<file path="config.mk">
export PLATFORM = sky130hd
export DESIGN_NAME = lockup_alert_seq
export DESIGN_NICKNAME = d
export VERILOG_FILES = /design/src/rtl/lockup_pkg.sv /design/src/rtl/alert_period_timer.sv /design/src/rtl/alert_seq_gen.sv /design/src/rtl/recovery_fsm.sv /design/src/rtl/lockup_alert_seq.sv
export SDC_FILE = /design/constraint.sdc
export NUM_CORES = 1
export LEC_CHECK = 0
export BUFFER_PORTS_ARGS = -buffer_cell sky130_fd_sc_hd__buf_2
export CAP_MARGIN = 20
export CORE_UTILIZATION = 60
export CTS_CLUSTER_SIZE = 10
export DETAILED_ROUTE_END_ITERATION = 10
export PLACE_DENSITY = 0.84
export REMOVE_ABC_BUFFERS = 1
export SLEW_MARGIN = 40
export SYNTH_ARGS = -nofsm -noshare
export SYNTH_HDL_FRONTEND = slang
export SYNTH_SLANG_ARGS = --single-unit
</file>
<file path="constraint.sdc">
create_clock -name clk -period 5 [get_ports clk]
set_input_delay 0.5 -clock clk [delete_from_list [all_inputs] [get_ports clk]]
set_output_delay 0.5 -clock clk [all_outputs]
set_load 0.05 [all_outputs]
</file>
<file path="src/rtl/lockup_pkg.sv">
package lockup_pkg;

    typedef enum logic [2:0] {
        ST_IDLE    = 3'd0,
        ST_ALERT   = 3'd1,
        ST_SOFTOFF = 3'd2,
        ST_ATTEMPT = 3'd3,
        ST_RUNNING = 3'd4,
        ST_STUCK   = 3'd5
    } rec_state_e;

    typedef struct packed {
        logic pwr_off;    // forced power-off hold
        logic wake;       // wake press
        logic reset_evt;  // power-good fall or management reset
    } interv_s;

    localparam logic [1:0] TIMEOUT_LAST = 2'd3;

    function automatic logic any_interv(input interv_s iv);
        return iv.pwr_off | iv.wake | iv.reset_evt;
    endfunction

endpackage

</file>
<file path="src/rtl/alert_period_timer.sv">
module alert_period_timer #(
    parameter int BASE_TICKS = 30,
    parameter int MAX_OFFSET = 2,
    parameter int OFF_W      = 2
) (
    input  logic             clk,
    input  logic             rst,
    input  logic             active_i,
    input  logic             tick_i,
    input  logic             restart_i,
    input  logic [OFF_W-1:0] offset_i,
    output logic             expire_o
);
    localparam int PER_MAX = BASE_TICKS + MAX_OFFSET;
    localparam int CNT_W   = $clog2(PER_MAX + 1);

    logic [CNT_W-1:0] cnt_q;
    logic [CNT_W-1:0] per_q;
    logic [CNT_W-1:0] per_d;

    always_comb begin
        if (int'(offset_i) > MAX_OFFSET) per_d = CNT_W'(PER_MAX);
        else                             per_d = CNT_W'(BASE_TICKS) + CNT_W'(offset_i);
    end

    assign expire_o = active_i && tick_i && (cnt_q == per_q - CNT_W'(1));

    always_ff @(posedge clk) begin
        if (rst) begin
            cnt_q <= '0;
            per_q <= CNT_W'(BASE_TICKS);
        end else if (restart_i) begin
            cnt_q <= '0;
            per_q <= per_d;
        end else if (!active_i) begin
            cnt_q <= '0;
        end else if (tick_i) begin
            cnt_q <= cnt_q + CNT_W'(1);
        end
    end

    AST_CNT_IN_WINDOW: assert property (@(posedge clk) disable iff (rst)
        active_i |-> (cnt_q < per_q));
    AST_PERIOD_RANGE: assert property (@(posedge clk) disable iff (rst)
        (per_q >= CNT_W'(BASE_TICKS)) && (per_q <= CNT_W'(PER_MAX)));

endmodule

</file>
<file path="src/rtl/alert_seq_gen.sv">
module alert_seq_gen #(
    parameter int SEQ_W = 4
) (
    input  logic             clk,
    input  logic             rst,
    input  logic             fire_i,
    input  logic             wd_evt_i,
    output logic             alert_o,
    output logic [SEQ_W-1:0] seq_o,
    output logic             wd_o
);
    logic             alert_q;
    logic             wd_q;
    logic [SEQ_W-1:0] seq_q;

    always_ff @(posedge clk) begin
        if (rst) begin
            alert_q <= 1'b0;
            wd_q    <= 1'b0;
            seq_q   <= '0;
        end else begin
            alert_q <= fire_i;
            wd_q    <= fire_i && wd_evt_i;
            if (fire_i) seq_q <= seq_q + SEQ_W'(1);
        end
    end

    assign alert_o = alert_q;
    assign seq_o   = seq_q;
    assign wd_o    = wd_q;

endmodule

</file>
<file path="src/rtl/recovery_fsm.sv">
module recovery_fsm
    import lockup_pkg::*;
(
    input  logic    clk,
    input  logic    rst,
    input  logic    lockup_i,
    input  logic    policy_reboot_i,
    input  logic    expire_i,
    input  interv_s interv_i,
    input  logic    wake_ok_i,
    input  logic    fw_clear_i,
    output logic    status_o,
    output logic    active_o,
    output logic    fire_o,
    output logic    wd_evt_o,
    output logic    reboot_req_o
);
    rec_state_e st_q, st_d;
    logic [1:0] tmo_q, tmo_d;
    logic       status_q, status_d;
    logic       req_q, req_d;
    logic       past_third;

    assign past_third = (tmo_q == TIMEOUT_LAST);
    assign fire_o     = !fw_clear_i &&
                        (((st_q == ST_IDLE) && lockup_i) || ((st_q != ST_IDLE) && expire_i));
    assign wd_evt_o   = status_q || lockup_i;

    always_comb begin
        st_d     = st_q;
        tmo_d    = tmo_q;
        status_d = status_q;
        req_d    = 1'b0;
        if (fw_clear_i) begin
            st_d     = ST_IDLE;
            status_d = 1'b0;
            tmo_d    = '0;
        end else begin
            unique case (st_q)
                ST_IDLE: if (lockup_i) begin
                    st_d     = ST_ALERT;
                    status_d = 1'b1;
                    tmo_d    = '0;
                end
                ST_ALERT: begin
                    if (!past_third && any_interv(interv_i)) begin
                        st_d  = ST_ATTEMPT;
                        req_d = 1'b1;
                    end else if (past_third && interv_i.reset_evt) begin
                        st_d  = ST_ATTEMPT;
                        req_d = 1'b1;
                    end else if (past_third && interv_i.pwr_off) begin
                        st_d = ST_SOFTOFF;
                    end else if (expire_i && !past_third) begin
                        tmo_d = tmo_q + 2'd1;
                        if (tmo_q == 2'd2 && policy_reboot_i) begin
                            st_d  = ST_ATTEMPT;
                            req_d = 1'b1;
                        end
                    end
                end
                ST_SOFTOFF: if (interv_i.wake || interv_i.reset_evt) begin
                    st_d  = ST_ATTEMPT;
                    req_d = 1'b1;
                end
                ST_ATTEMPT: begin
                    if (wake_ok_i)     st_d = ST_RUNNING;
                    else if (expire_i) st_d = ST_STUCK;
                end
                ST_RUNNING: st_d = ST_RUNNING;
                ST_STUCK: begin
                    if (interv_i.reset_evt) begin
                        st_d  = ST_ATTEMPT;
                        req_d = 1'b1;
                    end else if (interv_i.pwr_off) begin
                        st_d = ST_SOFTOFF;
                    end
                end
                default: st_d = ST_IDLE;
            endcase
        end
    end

    always_ff @(posedge clk) begin
        if (rst) begin
            st_q     <= ST_IDLE;
            tmo_q    <= '0;
            status_q <= 1'b0;
            req_q    <= 1'b0;
        end else begin
            st_q     <= st_d;
            tmo_q    <= tmo_d;
            status_q <= status_d;
            req_q    <= req_d;
        end
    end

    assign status_o     = status_q;
    assign active_o     = (st_q != ST_IDLE);
    assign reboot_req_o = req_q;

    AST_REQ_SINGLE: assert property (@(posedge clk) disable iff (rst)
        req_q |=> !req_q);
    AST_NO_SELF_REBOOT: assert property (@(posedge clk) disable iff (rst)
        (req_q && !$past(policy_reboot_i)) |-> $past(any_interv(interv_i)));

endmodule

</file>
<file path="src/rtl/lockup_alert_seq.sv">
module lockup_alert_seq
    import lockup_pkg::*;
#(
    parameter int BASE_TICKS = 30,
    parameter int MAX_OFFSET = 2,
    parameter int OFF_W      = 2,
    parameter int SEQ_W      = 4
) (
    input  logic             clk,
    input  logic             rst,
    input  logic             lockup_i,
    input  logic             tick_i,
    input  logic             policy_reboot_i,
    input  logic [OFF_W-1:0] offset_i,
    input  logic             pb_override_i,
    input  logic             pb_wake_i,
    input  logic             pwr_good_i,
    input  logic             smb_reset_i,
    input  logic             wake_ok_i,
    input  logic             fw_clear_i,
    output logic             alert_o,
    output logic [SEQ_W-1:0] alert_seq_o,
    output logic             alert_wd_o,
    output logic             status_o,
    output logic             reboot_req_o
);
    logic    pg_q;
    logic    expire;
    logic    active;
    logic    fire;
    logic    wd_evt;
    interv_s interv;

    always_ff @(posedge clk) begin
        if (rst) pg_q <= 1'b1;
        else     pg_q <= pwr_good_i;
    end

    assign interv.pwr_off   = pb_override_i;
    assign interv.wake      = pb_wake_i;
    assign interv.reset_evt = (pg_q && !pwr_good_i) || smb_reset_i;

    recovery_fsm u_fsm (
        .clk             (clk),
        .rst             (rst),
        .lockup_i        (lockup_i),
        .policy_reboot_i (policy_reboot_i),
        .expire_i        (expire),
        .interv_i        (interv),
        .wake_ok_i       (wake_ok_i),
        .fw_clear_i      (fw_clear_i),
        .status_o        (status_o),
        .active_o        (active),
        .fire_o          (fire),
        .wd_evt_o        (wd_evt),
        .reboot_req_o    (reboot_req_o)
    );

    alert_period_timer #(
        .BASE_TICKS (BASE_TICKS),
        .MAX_OFFSET (MAX_OFFSET),
        .OFF_W      (OFF_W)
    ) u_timer (
        .clk       (clk),
        .rst       (rst),
        .active_i  (active),
        .tick_i    (tick_i),
        .restart_i (fire),
        .offset_i  (offset_i),
        .expire_o  (expire)
    );

    alert_seq_gen #(
        .SEQ_W (SEQ_W)
    ) u_seq (
        .clk      (clk),
        .rst      (rst),
        .fire_i   (fire),
        .wd_evt_i (wd_evt),
        .alert_o  (alert_o),
        .seq_o    (alert_seq_o),
        .wd_o     (alert_wd_o)
    );

    AST_ALERT_NEEDS_STATUS: assert property (@(posedge clk) disable iff (rst)
        alert_o |-> (status_o && alert_wd_o));
    AST_CLEAR_SILENCES: assert property (@(posedge clk) disable iff (rst)
        fw_clear_i |=> (!alert_o && !status_o));

endmodule

</file>
==> results of run 1 <==
metrics by stage:
step | setup WS, ns | utilization (%)
6_report | 2.86 | 72.8
5_1_grt | 2.71 | 72.8
4_1_cts | 2.87 | 72.8
3_5_place_dp | 2.89 | 71.5
3_3_place_gp | 3.05 | 71.5
2_1_floorplan | 3.09 | -
area by class of cell:
type	count	share of cell area, %
well taps	27	2.27
inverters	7	1.77
flip-flops and latches	23	31.0
multi-input cells	126	56.5
clock buffers	4	1.77
repair buffers	20	6.73
registers in the layout, summed over array words and instances, names as in the netlist:
name                cells
pg_q                    1
u_fsm.st_q              3
u_fsm.reboot_req_o      1
u_fsm.status_o          1
u_seq.alert_o           1
u_seq.seq_o             4
u_seq.wd_o              1
u_timer.cnt_q           6
u_fsm.tmo_q             2
u_timer.per_q           3
kinds of logic after synthesis:
family | after synthesis
compound gates | 38
xor+xnor | 9
fa+ha+maj | 7
buf+inv | 14
flops | 23
mux | 1
simple gates | 71
per-layer routing:
layer / global-route usage, % / share of wire, % / vias up
li1: - / - / 616
met1: 32.1 / 47 / 555
met2: 41.0 / 48 / 30
met3: 2.78 / 4.5 / 4
met4: 7.62 / 0.87 / 0
met5: 0 / 0 / -
power breakdown:
| group | switching, W | internal (W) |
|---|---|---|
| Combinational | 0.0000312 | 0.0000194 |
| Clock | 0.0000539 | 0.0000311 |
| Sequential | 0.00000572 | 0.000188 |
| Total | 0.0000908 | 0.000238 |
layout by cell type (no fill, tap or decap), drive strengths merged, types with 2 or more instances in the layout:
cell type / count
nor2b: 3
xnor2: 4
nand2b: 5
nor2: 20
clkbuf: 4
inv: 7
or4: 2
and2: 2
or3: 2
dfxtp: 23
nor3b: 3
or2: 2
o21ai: 9
nand3: 6
o21a: 2
nand2: 11
ha: 7
nand4: 3
nor3: 5
nor4b: 2
a21oi: 11
xor2: 4
o211ai: 3
o31ai: 4
buf: 20
final timing paths:
check	to	slack, ns	cells after the start
setup / recovery	u_seq.seq_o[3]	2.86	7
hold / removal	pg_q	0.39	2
setup reg to reg	u_seq.seq_o[3]	2.86	7
hold reg to reg	u_fsm.tmo_q[1]	0.50	2
critical path: stages, from the launching register on:
cell and delay [ns]:
dfxtp_1 0.43, inv_1 0.08, ha_1 0.31, xnor2_1 0.16
nor3_4 0.28, a21oi_2 0.15, or4_1 0.49, a21oi_1 0.17
==> flow_summary.yaml, run 1 <==
finish:
  drive_gt1_share_pct: 17.2
  final-seq-area_sq_um: 460
  multi_input_area_sq_um: 840
  fin_nets: 201
  final_area_sq_mm: 0.00149
  antenna_cells: 0
  fillers: 169
  area_delta_synth_final_pct: 9.70
  finalNonFillerCells: 207
placement:
  place_inst: 203
  dp_hpwl_um: 2050
  placed_cell_area_sq_mm: 0.00146
  place.port_buffers: 20
  gp_congestion: 0.885
power:
  peakVddDrop_mv: 0.159
  power_w: 0.000329
  p_leak_nw: 0.597
  p_per_area_mw_per_mm2: 221
setup_path:
  cp-startpoint: "u_timer.per_q[0]"
  startpoint_type: "flop"
  required_ns: 5.24
  cp.arrival_ns: 2.38
  path_class: "reg2reg"
  r2r_start: "u_timer.per_q[0]"
  end_kind: "flop"
  worstPathMaxFanout: 9
grt:
  grt_pass1_vias: 1109
  antenna_found_initial: 0
  gr-total-overflow: 0
  grt_pass1_wl_um: 4660
  grt_use_total_pct: 24.3
  grt_max_degree: 16
die:
  die_w_um: 49.5
  rows: 16
  dieArea_sq_mm: 0.00245
  pin_count: 21
  core_area_sq_mm: 0.00204
  start_util_pct: 66.4
  die_h_um: 49.5
timing:
  hold_slack_ns: 0.391
  relSlewSlack_pct: 64.2
  worstMarginPinSlew_ns: 0.533
  final.setup.tns_ns: 0
  fin_crit_sh_pct: 42.8
  max_freq_mhz: 468
  timing.final.hold_violations: 0
  slew_viol_final: 0
  rsz0062_at_grt: "false"
  skew_ns: 0.00493
  finalSetupViolCount: 0
  fin_crit_ns: 2.14
synth:
  synth_edf_count: 0
  synth_compound_area_share_pct: 18.3
  netlist_top_cells_count: "dfxtp_1, nor2_1, nand2_1"
  seq_area_frac_synth_pct: 34.0
  synth_most_common_cell: "dfxtp_1"
  synth_area_sq_mm: 0.00136
  synth-seq-cells: 23
  synth_area_leaders: "dfxtp_1, ha_1, nor2_1, a21oi_1, nand2_1"
  async_flop_share_pct: 0
  synth-simple-area-share_pct: 29.6
  yosys.area.top_type: "dfxtp_1"
  avgSynthCellArea_sq_um: 8.31
  ys_dominant_reg_cell: "dfxtp_1"
  synth-xor-area-share_pct: 6.83
  synth_top_family_by_area: "simple AND/OR/NAND/NOR gates"
  syn-instance-count: 163
  ys_warn_count: 0
  yosysUniqueCellTypes: 46
  synth_top_area_share_pct: 34.0
  synth_mux_area_share_pct: 0.739
  synth_fa_ha_area_share_pct: 6.46
detailed_routing:
  vias_per_cell: 5.82
  via_count: 1205
  drc: 0
  ant_nets: 0
  wl_um: 2640
  wl_per_cell_um: 12.7
  drt-initial-drc-count: 52
  drtPass1Iterations: 4
cts:
  cts_resized: 0
  clock-root-buffer: "clkbuf_4"
  cts_setup_buffers: 0
  clock-sinks: 23
  clockBufferDepth: 2
  path_clk_slew_ns: 0.12
  ctsHoldBuffers: 0
  cts_tree: "done"
  cts_inserted_buffers: 3
  worstSkewPairLatency_ns: 0.30
  htreeDepth: 1
run:
  drv_cap: 0
worst_hold_path:
  hold_class: "in2reg"
  hp-start: "pwr_good_i"
run_status:
  status: "finished clean"
(Power assumes the default switching activity.)
==> inputs of run 2 (changes only) <==
Settings changed: CORE_UTILIZATION 60 to 55, PLACE_DENSITY 0.84 to 0.78.
Clock period 5 ns to 2 ns, I/O delays scaled along.
==> run 2 against run 1 <==
Clock skew rose by 0.0025 ns. Global-route usage rose by 0.30 points. Via count rose by 4.6%. Utilization fell by 4.8 points. Cell count rose by 3.9%. Non-clock buffer count rose by 7. Wire length rose by 15%. First-iteration DRC count fell by 63%. Critical path depth did not move. Worst hold slack got worse by 0.31 ns. Critical endpoint unchanged. Largest power group unchanged. Highest routed layer unchanged.
==> flow_summary.yaml, run 2 (synthesis gave the netlist of run 1 again) <==
run_status:
  status: "finished clean"
finish:
  layout_common_cells: "dfxtp_1, nor2_1, buf_2"
  area_delta_synth_final_pct: 14.1
  fillers: 192
  drive_gt1_share_pct: 21.4
  largest_register: "u_timer.cnt_q"
  fin_nets: 208
  antenna_cells: 0
  post-route-util_pct: 67.9
  layout_commonest_cell: "dfxtp_1"
  finalNonFillerCells: 215
  largest_register_ffs: 6
detailed_routing:
  wl_per_cell_um: 14.1
  vias_per_cell: 5.86
  drtPass1Iterations: 4
  drt-initial-drc-count: 19
  ant_nets: 0
  drc: 0
  wl_um: 3040
  via_count: 1260
run:
  drv_cap: 0
timing:
  max_freq_mhz: 523
  relSlewSlack_pct: 71.9
  hold_slack_ns: 0.0813
  fin_crit_ns: 1.91
  fin_crit_sh_pct: 95.7
  final.setup.tns_ns: 0
  finalSetupViolCount: 0
  slew_viol_final: 0
  skew_ns: 0.00740
  timing.final.hold_violations: 0
  worstMarginPinSlew_ns: 0.420
setup_path:
  worstPathMaxFanout: 5
  cp.arrival_ns: 2.16
  required_ns: 2.24
  path_depth: 7
  rr_worst_depth: 7
  end_kind: "flop"
  r2r_slack_ns: 0.09
  r2r_start: "u_timer.per_q[0]"
  path_delay_family: "simple AND/OR/NAND/NOR gates"
  worst-path-buf-inv: 1
  slowest_delay_ns: 0.47
  crit_slowest_cell: "or4_1"
  path_class: "reg2reg"
  rr_endpoint: "u_seq.seq_o[3]"
  startpoint_type: "flop"
  crit_chain: "buf_4, ha_1, and3b_1, o2111a_2, a21oi_2, or4_1, a21oi_1"
power:
  power_switching_w: 0.000237
  seq_power_share_pct: 57.1
  peakVddDrop_mv: 0.396
  p_clk_share_pct: 25.8
  p_leak_nw: 0.639
  pwr-share-comb_pct: 17.1
  sw_frac_of_total_pct: 28.1
  internal_power_w: 0.000604
  p_per_area_mw_per_mm2: 544
  power_w: 0.000841
grt:
  grt_pass1_vias: 1107
  grt_max_degree: 14
  grt_use_total_pct: 24.6
  gr-total-overflow: 0
  grt_pass1_wl_um: 4910
  antenna_found_initial: 0
placement:
  gp_congestion: 0.825
  place.port_buffers: 20
  place_inst: 211
  dp_hpwl_um: 2300
cts:
  htreeDepth: 1
  worstSkewPairLatency_ns: 0.31
  cts_tree: "done"
  clockBufferDepth: 2
  clock-root-buffer: "clkbuf_4"
  clock-sinks: 23
  ctsHoldBuffers: 0
  path_clk_slew_ns: 0.13
  cts_inserted_buffers: 3
die:
  start_util_pct: 59.5
  die_h_um: 51.6
  rows: 17
  pin_count: 21
  dieArea_sq_mm: 0.00267
  core_area_sq_mm: 0.00228
  die_w_um: 51.6
worst_hold_path:
  hold_class: "in2reg"
  hp-start: "pwr_good_i"
  holdPathStages: 2
  holdPathEnd: "pg_q"
[run 2: worst max path at each step]
stage	slack (ns)	endpoint	from
2_1_floorplan	0.09	u_seq.seq_o[3]	u_timer.per_q[0]
3_3_place_gp	0.17	u_seq.seq_o[3]	u_timer.per_q[4]
3_5_place_dp	0.08	u_seq.seq_o[0]	u_timer.per_q[4]
4_1_cts	0.05	u_seq.seq_o[0]	u_timer.per_q[4]
5_1_grt	-0.03	u_seq.seq_o[0]	u_timer.per_q[4]
6_report	0.09	u_seq.seq_o[3]	u_timer.per_q[0]
[run 2: stage by stage]
stage | area, sq um | worst slack, ns
final | 1550 | 0.0867
after detailed placement | 1510 | 0.0844
after global placement | 1510 | 0.170
after floorplan | 1330 | 0.0917
after CTS | 1540 | 0.0485
after global routing | 1550 | -0.0272
[run 2: power groups by stage]
stage / Combinational, W / Sequential (W) / Clock, W
global placement: 0.000136 / 0.000490 / 0
floorplan: 0.0000688 / 0.000508 / 0
detailed placement: 0.000142 / 0.000491 / 0
finish: 0.000144 / 0.000481 / 0.000217
global route: 0.000158 / 0.000482 / 0.000242
CTS: 0.000143 / 0.000481 / 0.000226
[run 2: final cells by class]
cell class	instances	area, sq um	area share, %
clock buffers	4	26.3	1.70
inverters	7	26.3	1.70
multi-input cells	126	845	54.6
flip-flops and latches	23	462	29.9
well taps	28	35.0	2.27
repair buffers	27	153	9.87
[run 2: metal layers]
layer | vias up | GRT usage, % | share of wire [%]
met2 | 45 | 39.8 | 46
met4 | 0 | 9.01 | 2.1
met5 | - | 0 | 0
li1 | 628 | - | -
met1 | 579 | 32.7 | 47
met3 | 8 | 3.80 | 4.7
[run 2: repair_timing]
action / 4_1_cts / 5_1_grt
buffers inserted: 0 / 0
resized for setup: 0 / 2
endpoints found under the setup margin: 0 / 4
